==> src/rtl/mpc_pkg.sv <==
package mpc_pkg;
  typedef enum logic {
    ACC_WR = 1'b0,
    ACC_RD = 1'b1
  } acc_kind_e;
endpackage

==> src/rtl/mpc_rst_sync.sv <==
module mpc_rst_sync #(
  parameter int STAGES = 2
) (
  input  logic clk,
  input  logic arst_n,
  output logic rst_n_o
);
  logic [STAGES-1:0] sync_q;
  logic [STAGES-1:0] sync_d;

  always_comb begin
    sync_d = {sync_q[STAGES-2:0], 1'b1};
  end

  always_ff @(posedge clk or negedge arst_n) begin
    if (!arst_n) sync_q <= '0;
    else         sync_q <= sync_d;
  end

  assign rst_n_o = sync_q[STAGES-1];
endmodule

==> src/rtl/mpc_addr_stage.sv <==
module mpc_addr_stage
  import mpc_pkg::*;
#(
  parameter int ADDR_W = 14,
  parameter int LANES  = 2
) (
  input  logic              clk,
  input  logic              rst_n,
  input  logic              sleep,
  input  logic              cs_n,
  input  logic              strb_n,
  input  logic              wr_n,
  input  logic [LANES-1:0]  lane_n,
  input  logic [ADDR_W-1:0] bus_addr,
  output logic              s1_valid,
  output acc_kind_e         s1_kind,
  output logic [LANES-1:0]  s1_lane,
  output logic [ADDR_W-1:0] s1_addr
);
  logic              take;
  logic              valid_d;
  acc_kind_e         kind_d;
  logic [LANES-1:0]  lane_d;
  logic [ADDR_W-1:0] addr_d;

  // accept a strobe only when selected, awake and at least one lane on
  always_comb begin
    take    = !sleep && !cs_n && !strb_n && (lane_n != {LANES{1'b1}});
    valid_d = take;
    kind_d  = take ? acc_kind_e'(wr_n) : s1_kind;
    lane_d  = take ? ~lane_n : s1_lane;
    addr_d  = take ? bus_addr : s1_addr;
  end

  always_ff @(posedge clk or negedge rst_n) begin
    if (!rst_n) begin
      s1_valid <= 1'b0;
      s1_kind  <= ACC_WR;
      s1_lane  <= '0;
      s1_addr  <= '0;
    end else begin
      s1_valid <= valid_d;
      s1_kind  <= kind_d;
      s1_lane  <= lane_d;
      s1_addr  <= addr_d;
    end
  end
endmodule

==> src/rtl/mpc_drive_stage.sv <==
module mpc_drive_stage
  import mpc_pkg::*;
#(
  parameter int LANES = 2
) (
  input  logic             clk,
  input  logic             rst_n,
  input  logic             sleep,
  input  logic             oe_n,
  input  logic             s1_valid,
  input  acc_kind_e        s1_kind,
  input  logic [LANES-1:0] s1_lane,
  output logic [LANES-1:0] drv_q
);
  logic [LANES-1:0] drv_d;

  always_comb begin
    if (s1_valid && (s1_kind == ACC_RD) && !oe_n && !sleep) drv_d = s1_lane;
    else                                                   drv_d = '0;
  end

  always_ff @(posedge clk or negedge rst_n) begin
    if (!rst_n) drv_q <= '0;
    else        drv_q <= drv_d;
  end
endmodule

==> src/rtl/mux_port_ctrl.sv <==
module mux_port_ctrl
  import mpc_pkg::*;
#(
  parameter int DATA_W = 16,
  parameter int LANE_W = 8,
  parameter int ADDR_W = 14,
  localparam int LANES = DATA_W / LANE_W
) (
  input  logic              clk,
  input  logic              rst_n,
  input  logic              sleep,
  input  logic              cs_n,
  input  logic              strb_n,
  input  logic              wr_n,
  input  logic              oe_n,
  input  logic [LANES-1:0]  lane_n,
  input  logic [DATA_W-1:0] bus_in,
  output logic [DATA_W-1:0] bus_out,
  output logic [LANES-1:0]  bus_oe,
  output logic [ADDR_W-1:0] mem_addr,
  output logic [LANES-1:0]  mem_we,
  output logic [DATA_W-1:0] mem_wdata,
  output logic              mem_re,
  input  logic [DATA_W-1:0] mem_rdata
);
  logic              rst_n_i;
  logic              s1_valid;
  acc_kind_e         s1_kind;
  logic [LANES-1:0]  s1_lane;
  logic [ADDR_W-1:0] s1_addr;
  logic [LANES-1:0]  drv_q;

  mpc_rst_sync #(.STAGES(2)) rst_sync_i (
    .clk     (clk),
    .arst_n  (rst_n),
    .rst_n_o (rst_n_i)
  );

  mpc_addr_stage #(.ADDR_W(ADDR_W), .LANES(LANES)) addr_stage_i (
    .clk      (clk),
    .rst_n    (rst_n_i),
    .sleep    (sleep),
    .cs_n     (cs_n),
    .strb_n   (strb_n),
    .wr_n     (wr_n),
    .lane_n   (lane_n),
    .bus_addr (bus_in[ADDR_W-1:0]),
    .s1_valid (s1_valid),
    .s1_kind  (s1_kind),
    .s1_lane  (s1_lane),
    .s1_addr  (s1_addr)
  );

  mpc_drive_stage #(.LANES(LANES)) drive_stage_i (
    .clk      (clk),
    .rst_n    (rst_n_i),
    .sleep    (sleep),
    .oe_n     (oe_n),
    .s1_valid (s1_valid),
    .s1_kind  (s1_kind),
    .s1_lane  (s1_lane),
    .drv_q    (drv_q)
  );

  assign mem_addr  = s1_addr;
  assign mem_wdata = bus_in;
  assign mem_re    = s1_valid && (s1_kind == ACC_RD) && !sleep;

  for (genvar g = 0; g < LANES; g++) begin : g_lane
    assign mem_we[g] = s1_valid && (s1_kind == ACC_WR) && s1_lane[g] && !sleep;
    assign bus_oe[g] = drv_q[g] && !sleep;
    assign bus_out[g*LANE_W +: LANE_W] =
      bus_oe[g] ? mem_rdata[g*LANE_W +: LANE_W] : '0;
  end
endmodule

==> config.mk <==
export PLATFORM = sky130hd
export DESIGN_NAME = mux_port_ctrl
export DESIGN_NICKNAME = d
export VERILOG_FILES = /design/src/rtl/mpc_pkg.sv /design/src/rtl/mpc_rst_sync.sv /design/src/rtl/mpc_addr_stage.sv /design/src/rtl/mpc_drive_stage.sv /design/src/rtl/mux_port_ctrl.sv
export SDC_FILE = /design/constraint.sdc
export NUM_CORES = 1
export LEC_CHECK = 0
export BUFFER_PORTS_ARGS = -buffer_cell sky130_fd_sc_hd__buf_2
export CAP_MARGIN = 40
export CORE_MARGIN = 3
export CORE_UTILIZATION = 38
export DETAILED_ROUTE_END_ITERATION = 7
export GPL_TIMING_DRIVEN = 0
export PLACE_DENSITY_LB_ADDON = 0.08
export SLEW_MARGIN = 5
export SYNTH_ARGS = -nofsm -noshare
export SYNTH_HDL_FRONTEND = slang
export SYNTH_SLANG_ARGS = --single-unit
==> constraint.sdc <==
create_clock -name clk -period 1.4 [get_ports clk]
set_input_delay 0.42 -clock clk [delete_from_list [all_inputs] [get_ports clk]]
set_output_delay 0.42 -clock clk [all_outputs]
set_load 0.005 [all_outputs]
==> results of run 1 <==
==> cell families after synthesis <==
group	Yosys count
other cells	1
flops	22
simple gates	24
buf+inv	21
compound gates	1
mux	17
==> repair_timing <==
action                                 CTS  global route
buffers inserted                         1             0
endpoints found under the hold margin    2             0
hold buffers                             1             0
setup endpoints to repair               38            21
pin swaps                               17             0
cloned                                   2             0
gates resized for setup                  4             8
==> final cells by class <==
cell class	count	area (um2)	share of cell area
flip-flops and latches	22	552	0.322
repair buffers	91	488	0.285
multi-input cells	45	457	0.266
plain buffers	17	135	0.0788
well taps	31	38.8	0.0226
clock buffers	4	36.3	0.0212
inverters	2	7.51	0.00438
==> layer usage <==
| metal | vias to the layer above | global-route usage |
|---|---|---|
| met5 | - | 0 |
| met4 | 0 | 0.0728 |
| met3 | 2 | 0.0216 |
| met2 | 55 | 0.259 |
| li1 | 464 | - |
| met1 | 449 | 0.132 |
==> report_power, final <==
group	switching, mW	leakage [nW]	internal, mW	total, mW
Clock	0.180	0.0210	0.158	0.339
Sequential	0.0686	0.265	0.745	0.814
Combinational	0.130	0.683	0.254	0.384
==> worst min path at each step <==
stage | slack, ns | start | to | cells past startpoint
final | 0.33 | rst_sync_i.sync_q[1] | addr_stage_i.s1_addr[13] | 0
after global routing | 0.31 | lane_n[1] | addr_stage_i.s1_lane[1] | 2
after CTS | 0.32 | lane_n[1] | addr_stage_i.s1_lane[1] | 2
after detailed placement | 0.21 | rst_n | rst_sync_i.sync_q[1] | 1
after global placement | 0.21 | rst_n | rst_sync_i.sync_q[0] | 1
after floorplan | 0.12 | rst_n | rst_sync_i.sync_q[0] | 0
==> registers in the layout, indices dropped and copies added, names as in the netlist <==
signal,count
addr_stage_i.s1_addr,14
drive_stage_i.drv_q,2
addr_stage_i.s1_lane,2
rst_sync_i.sync_q,2
addr_stage_i.s1_valid,1
addr_stage_i.s1_kind,1
==> through the flow <==
step	worst slack, ns	power, mW	instance area [um2]	instances	TNS [ns]
5_1_grt	-0.255	1.65	1710	212	-4.54
2_1_floorplan	-0.261	1.00	1120	86	-3.09
3_3_place_gp	-0.538	1.19	1600	206	-12.36
6_report	-0.178	1.54	1710	212	-2.89
3_5_place_dp	-0.572	1.21	1600	206	-13.47
4_1_cts	-0.213	1.57	1680	212	-3.51
==> cell usage in the layout (no fill, tap or decap), drive strengths merged <==
| cell | netlist | layout |
|---|---|---|
| conb | 1 | 1 |
| clkbuf | 2 | 4 |
| and2b | 2 | 4 |
| and2 | 18 | 18 |
| a2111oi | 1 | 1 |
| dfrtp | 22 | 22 |
| and4bb | 1 | 1 |
| dlygate4sd3 | 0 | 1 |
| mux2i | 2 | 2 |
| buf | 17 | 107 |
| inv | 2 | 2 |
| mux2 | 15 | 15 |
| and3b | 1 | 1 |
| nor4b | 2 | 2 |
==> flow_summary_export.csv, run 1 <==
group,metric,value,unit
synthesis,ys_ff_latch,22,
clock_network,tritoncts,"yes",
detailed_routing,met1_length,827,um
critical_path,r2r-end,"drive_stage_i.drv_q[1]",
die,die_y,60.2,um
clock_network,cts_buffer_depth,2,
timing,rsz0062_at_grt,"yes",
finish,n_antenna_cell,0,
critical_path,crit_buf_inv,1,
synthesis,synth_seq_area_share,0.493,
critical_path,crit_family,"flip-flops",
detailed_routing,viasPerCell,4.58,
critical_path,worstSetupPathType,"reg -> out",
timing,slew_headroom,0.476,
detailed_routing,top_layer,"met4",
synthesis,synth_top_area_frac,0.493,
synthesis,synth_area,0.00112,mm2
synthesis,ys.warnings.count,0,
die,fp-row-count,19,
synthesis,synthTopCellsByCount,"22 x dfrtp_1, 18 x and2_1, 16 x buf_4",
detailed_routing,met3WireLength,316,um
die,core,0.00278,mm2
place,port_buffers,89,
synthesis,synth_flop_cell,"dfrtp_1",
critical_path,critPathMaxStageDelay,0.39,ns
detailed_routing,drc,0,
synthesis,yosysTopAreaCell,"dfrtp_1",
synthesis,synth_area_per_cell,13.0,um2
detailed_routing,wl_per_cell,11.7,um
finish,n_fill_cell,228,
grt,first_global_vias,931,
clock_network,cts-root-buf,"clkbuf_4",
timing,finalSetupViolations,21,
detailed_routing,drt_iter0_markers,13,
flow_run,cap_violations,0,
timing,setup_slack,-0.178,ns
grt,grtUsageTotal,0.134,
detailed_routing,dr.pass1.iters,2,
die,ioPinCount,92,
clock_network,worstSkewPairLatency,0.30,ns
power,p_per_area,896,mW/mm2
synthesis,synth_top_family_by_area,"multiplexers",
detailed_routing,routed-wl-met2,1.32,mm
die,start_util,0.402,
finish,area_growth_syn_to_layout,53.4,%
synthesis,synth_xor_xnor_area_share,0,
synthesis,synth_fa_ha_area_frac,0,
critical_path,r2r_cells,2,
power,irDropWorstVdd,0.880,mV
place,gp_congestion,0.758,
critical_path,critPathCapture,"bus_out[5]",
timing,worst_pin_slew,0.786,ns
detailed_routing,ant_nets,0,
critical_path,startpoint,"drive_stage_i.drv_q[0]",
synthesis,synthTopCellsByArea,"dfrtp_1 49%, buf_4 11%, and2_1 10%",
worst_hold_path,min_path_type,"reg -> async",
finish,layout-drive-gt1-share,0.768,
detailed_routing,vias,970,
critical_path,crit_chain,"and2b_2 > and2_1 > buf_2",
timing,slew_violations,0,
critical_path,worst_setup_path_start_kind,"register",
grt,grt_max_degree,21,
critical_path,crit_fanout,5,
critical_path,rrSetupSlack,0.46,ns
critical_path,crit_path_end_kind,"primary output",
die,fp.dieW,60.2,um
critical_path,cp.depth,3,
synthesis,syn_nets,127,
grt,grt_pass1_wl,3.65,mm
timing,hold_viol_final,0,
timing,clock_skew,0.00254,ns
synthesis,synth-simple-area-share,0.152,
synthesis,yosysMostFrequentCell,"dfrtp_1",
place,dpl.hpwl,2.01,mm
detailed_routing,finalWirelength,2.49,mm
clock_network,cts_max_level,1,
timing,max_clock_freq,0.634,GHz
clock_network,numCtsBuffers,3,
grt,overflow,0,
critical_path,crit_path_top_delay_cell,"dfrtp_1",
grt,antenna_found_initial,0,
critical_path,worst-endpoint-arrival,1.16,ns
status,status,"complete, but fails checks",
synthesis,yosysUniqueCellTypes,15,
synthesis,synth_compound_area_frac,0.0246,
timing,holdWs,0.334,ns
timing,period_minus_slack,1.58,ns
synthesis,synthCells,86,
critical_path,reg2reg_from,"addr_stage_i.s1_kind",
power,leakage,0.969,nW
critical_path,cp_data_required_time,0.98,ns
finish,final_nets,223,
die,dieArea,0.00363,mm2
timing,fin_crit_sh,1.13,
clock_network,clock_sinks,22,
synthesis,yosys-mux-area-fraction,0.193,
finish,utilization,0.616,
synthesis,async_flop_share,1.00,
synthesis,synth_edf_count,0,
status,violations,"negative setup slack",
clock_network,clk_pin_slew_worst_paths,0.12,ns
(Power assumes the default switching activity.)
==> run 2, diff against run 1 <==
- CORE_ASPECT_RATIO: default -> 1.4
==> run 2 against run 1 <==
  * The run still ends with negative setup slack left
  * Hold slack worse by 0.0025 ns
  * Sequential share of layout area shrank 0.33 points
  * Clock power decreased by 1%
  * Largest cell class unchanged
  * Wire length grew 7.2%
  * Fmax is 2.1% lower
  * Die area grew 0.26%
  * Via count increased by 0.62%
  * Sequential power is essentially flat
==> flow_summary_export.csv, run 2 (synthesis gave the netlist of run 1 again) <==
group,metric,value,unit
timing,setup_slack,-0.212,ns
detailed_routing,vias,976,
die,core,0.00273,mm2
critical_path,worst-endpoint-arrival,1.19,ns
clock_network,numCtsBuffers,3,
status,status,"complete, but fails checks",
timing,period_minus_slack,1.61,ns
timing,worst_pin_slew,0.780,ns
power,leakage,0.974,nW
timing,rsz0062_at_grt,"yes",
grt,antenna_found_initial,0,
die,fp.dieW,51.8,um
place,gp_congestion,0.713,
finish,final_cell_mix,"85 x buf_2, 21 x dfrtp_1, 19 x buf_4, 15 x and2_1, 8 x mux2_2",
timing,fin_crit_sh,1.15,
timing,slew_violations,0,
place,dpl.hpwl,2.13,mm
detailed_routing,finalWirelength,2.67,mm
power,p_per_area,895,mW/mm2
finish,layout-drive-gt1-share,0.770,
clock_network,clk_pin_slew_worst_paths,0.11,ns
grt,first_global_vias,911,
clock_network,worstSkewPairLatency,0.29,ns
finish,area_growth_syn_to_layout,55.0,%
detailed_routing,wl_per_cell,12.2,um
place,port_buffers,89,
clock_network,cts-root-buf,"clkbuf_4",
finish,n_antenna_cell,0,
finish,largest_reg_flops,14,
timing,max_clock_freq,0.620,GHz
die,fp-row-count,22,
finish,final_nets,225,
timing,clock_skew,0.00105,ns
detailed_routing,dr.pass1.iters,4,
grt,overflow,0,
power,irDropWorstVdd,0.684,mV
flow_run,cap_violations,0,
detailed_routing,viasPerCell,4.46,
place,placed_area,0.00161,mm2
power,p_total,1.55,mW
grt,grtUsageTotal,0.140,
timing,hold_viol_final,0,
detailed_routing,drc,0,
timing,finalSetupViolations,21,
detailed_routing,drt_iter0_markers,2,
critical_path,worstSetupPathType,"reg -> out",
finish,final_area,0.00173,mm2
detailed_routing,ant_nets,0,
die,start_util,0.410,
clock_network,cts_max_level,1,
critical_path,worst_setup_path_start_kind,"register",
clock_network,tritoncts,"yes",
die,die_y,70.2,um
worst_hold_path,min_path_type,"reg -> async",
clock_network,cts_buffer_depth,2,
finish,final_common_cell,"buf_2",
status,violations,"negative setup slack",
die,dieArea,0.00364,mm2
grt,grt_pass1_wl,3.91,mm
clock_network,clock_sinks,22,
critical_path,crit_fanout,5,
critical_path,crit_path_end_kind,"primary output",
finish,top_register,"addr_stage_i.s1_addr",
critical_path,cp_data_required_time,0.98,ns
die,ioPinCount,92,
grt,grt_max_degree,21,
timing,slew_headroom,0.480,
## run 2: changes by cell type in the layout (fill, tap and decap cells not counted), sizes merged
cell  change
buf       +2
## run 2: cell type report
| class | instances | area (um2) |
|---|---|---|
| Timing Repair Buffer | 93 | 503 |
| Sequential cell | 22 | 552 |
| Buffer | 17 | 135 |
| Multi-Input combinational cell | 45 | 453 |
| Inverter | 2 | 7.51 |
| Fill cell | 236 | 993 |
| Tap cell | 36 | 45.0 |
| Clock buffer | 4 | 36.3 |
## run 2: path summary, 6_finish.rpt
kind                                         from                 endpoint  slack [ns]  cells after the start
min in group clk                        lane_n[1]  addr_stage_i.s1_lane[1]        0.33                      2
max in group asynchronous    rst_sync_i.sync_q[1]     addr_stage_i.s1_kind        0.54                      0
hold reg to reg              rst_sync_i.sync_q[1]  addr_stage_i.s1_addr[5]        0.33                      0
setup / recovery           drive_stage_i.drv_q[0]               bus_out[7]       -0.21                      3
hold / removal               rst_sync_i.sync_q[1]  addr_stage_i.s1_addr[5]        0.33                      0
setup reg to reg             addr_stage_i.s1_kind   drive_stage_i.drv_q[1]        0.45                      2
## run 2: what timing repair did
action                                  4_1_cts  5_1_grt
endpoints found under the setup margin       38       21
gates cloned                                  1        1
setup buffers                                 3        0
hold buffers                                  1        0
gates resized for setup                       4        8
endpoints found under the hold margin         2        0
pin swaps                                     9        4
## run 2: worst max-delay path: stages (launching register included)
cell and delay, ns:
dfrtp_1 0.39, and2b_2 0.22, and2_1 0.16, buf_2 0.12
## run 2: metrics by stage
step	instances	util	setup TNS (ns)	setup WS [ns]	hold WS (ns)
after floorplan	86	-	-3.09	-0.261	0.124
after global placement	211	0.590	-12.77	-0.558	0.205
after detailed placement	211	0.590	-13.84	-0.590	0.206
after CTS	218	0.623	-3.69	-0.225	0.320
after global routing	219	0.635	-4.58	-0.267	0.318
final	219	0.635	-3.25	-0.212	0.332
## run 2: report_power, final
| group | total, mW | switching, mW | internal, mW |
|---|---|---|---|
| Sequential | 0.815 | 0.0694 | 0.745 |
| Combinational | 0.400 | 0.137 | 0.263 |
| Clock | 0.335 | 0.177 | 0.158 |
| Total | 1.55 | 0.383 | 1.17 |
## run 2: layer usage
layer	up-vias	track usage	routed length, um
met1	456	0.149	912
met3	2	0.0362	276
met5	-	0	0
li1	467	-	-
met2	51	0.252	1460
met4	0	0.0525	16
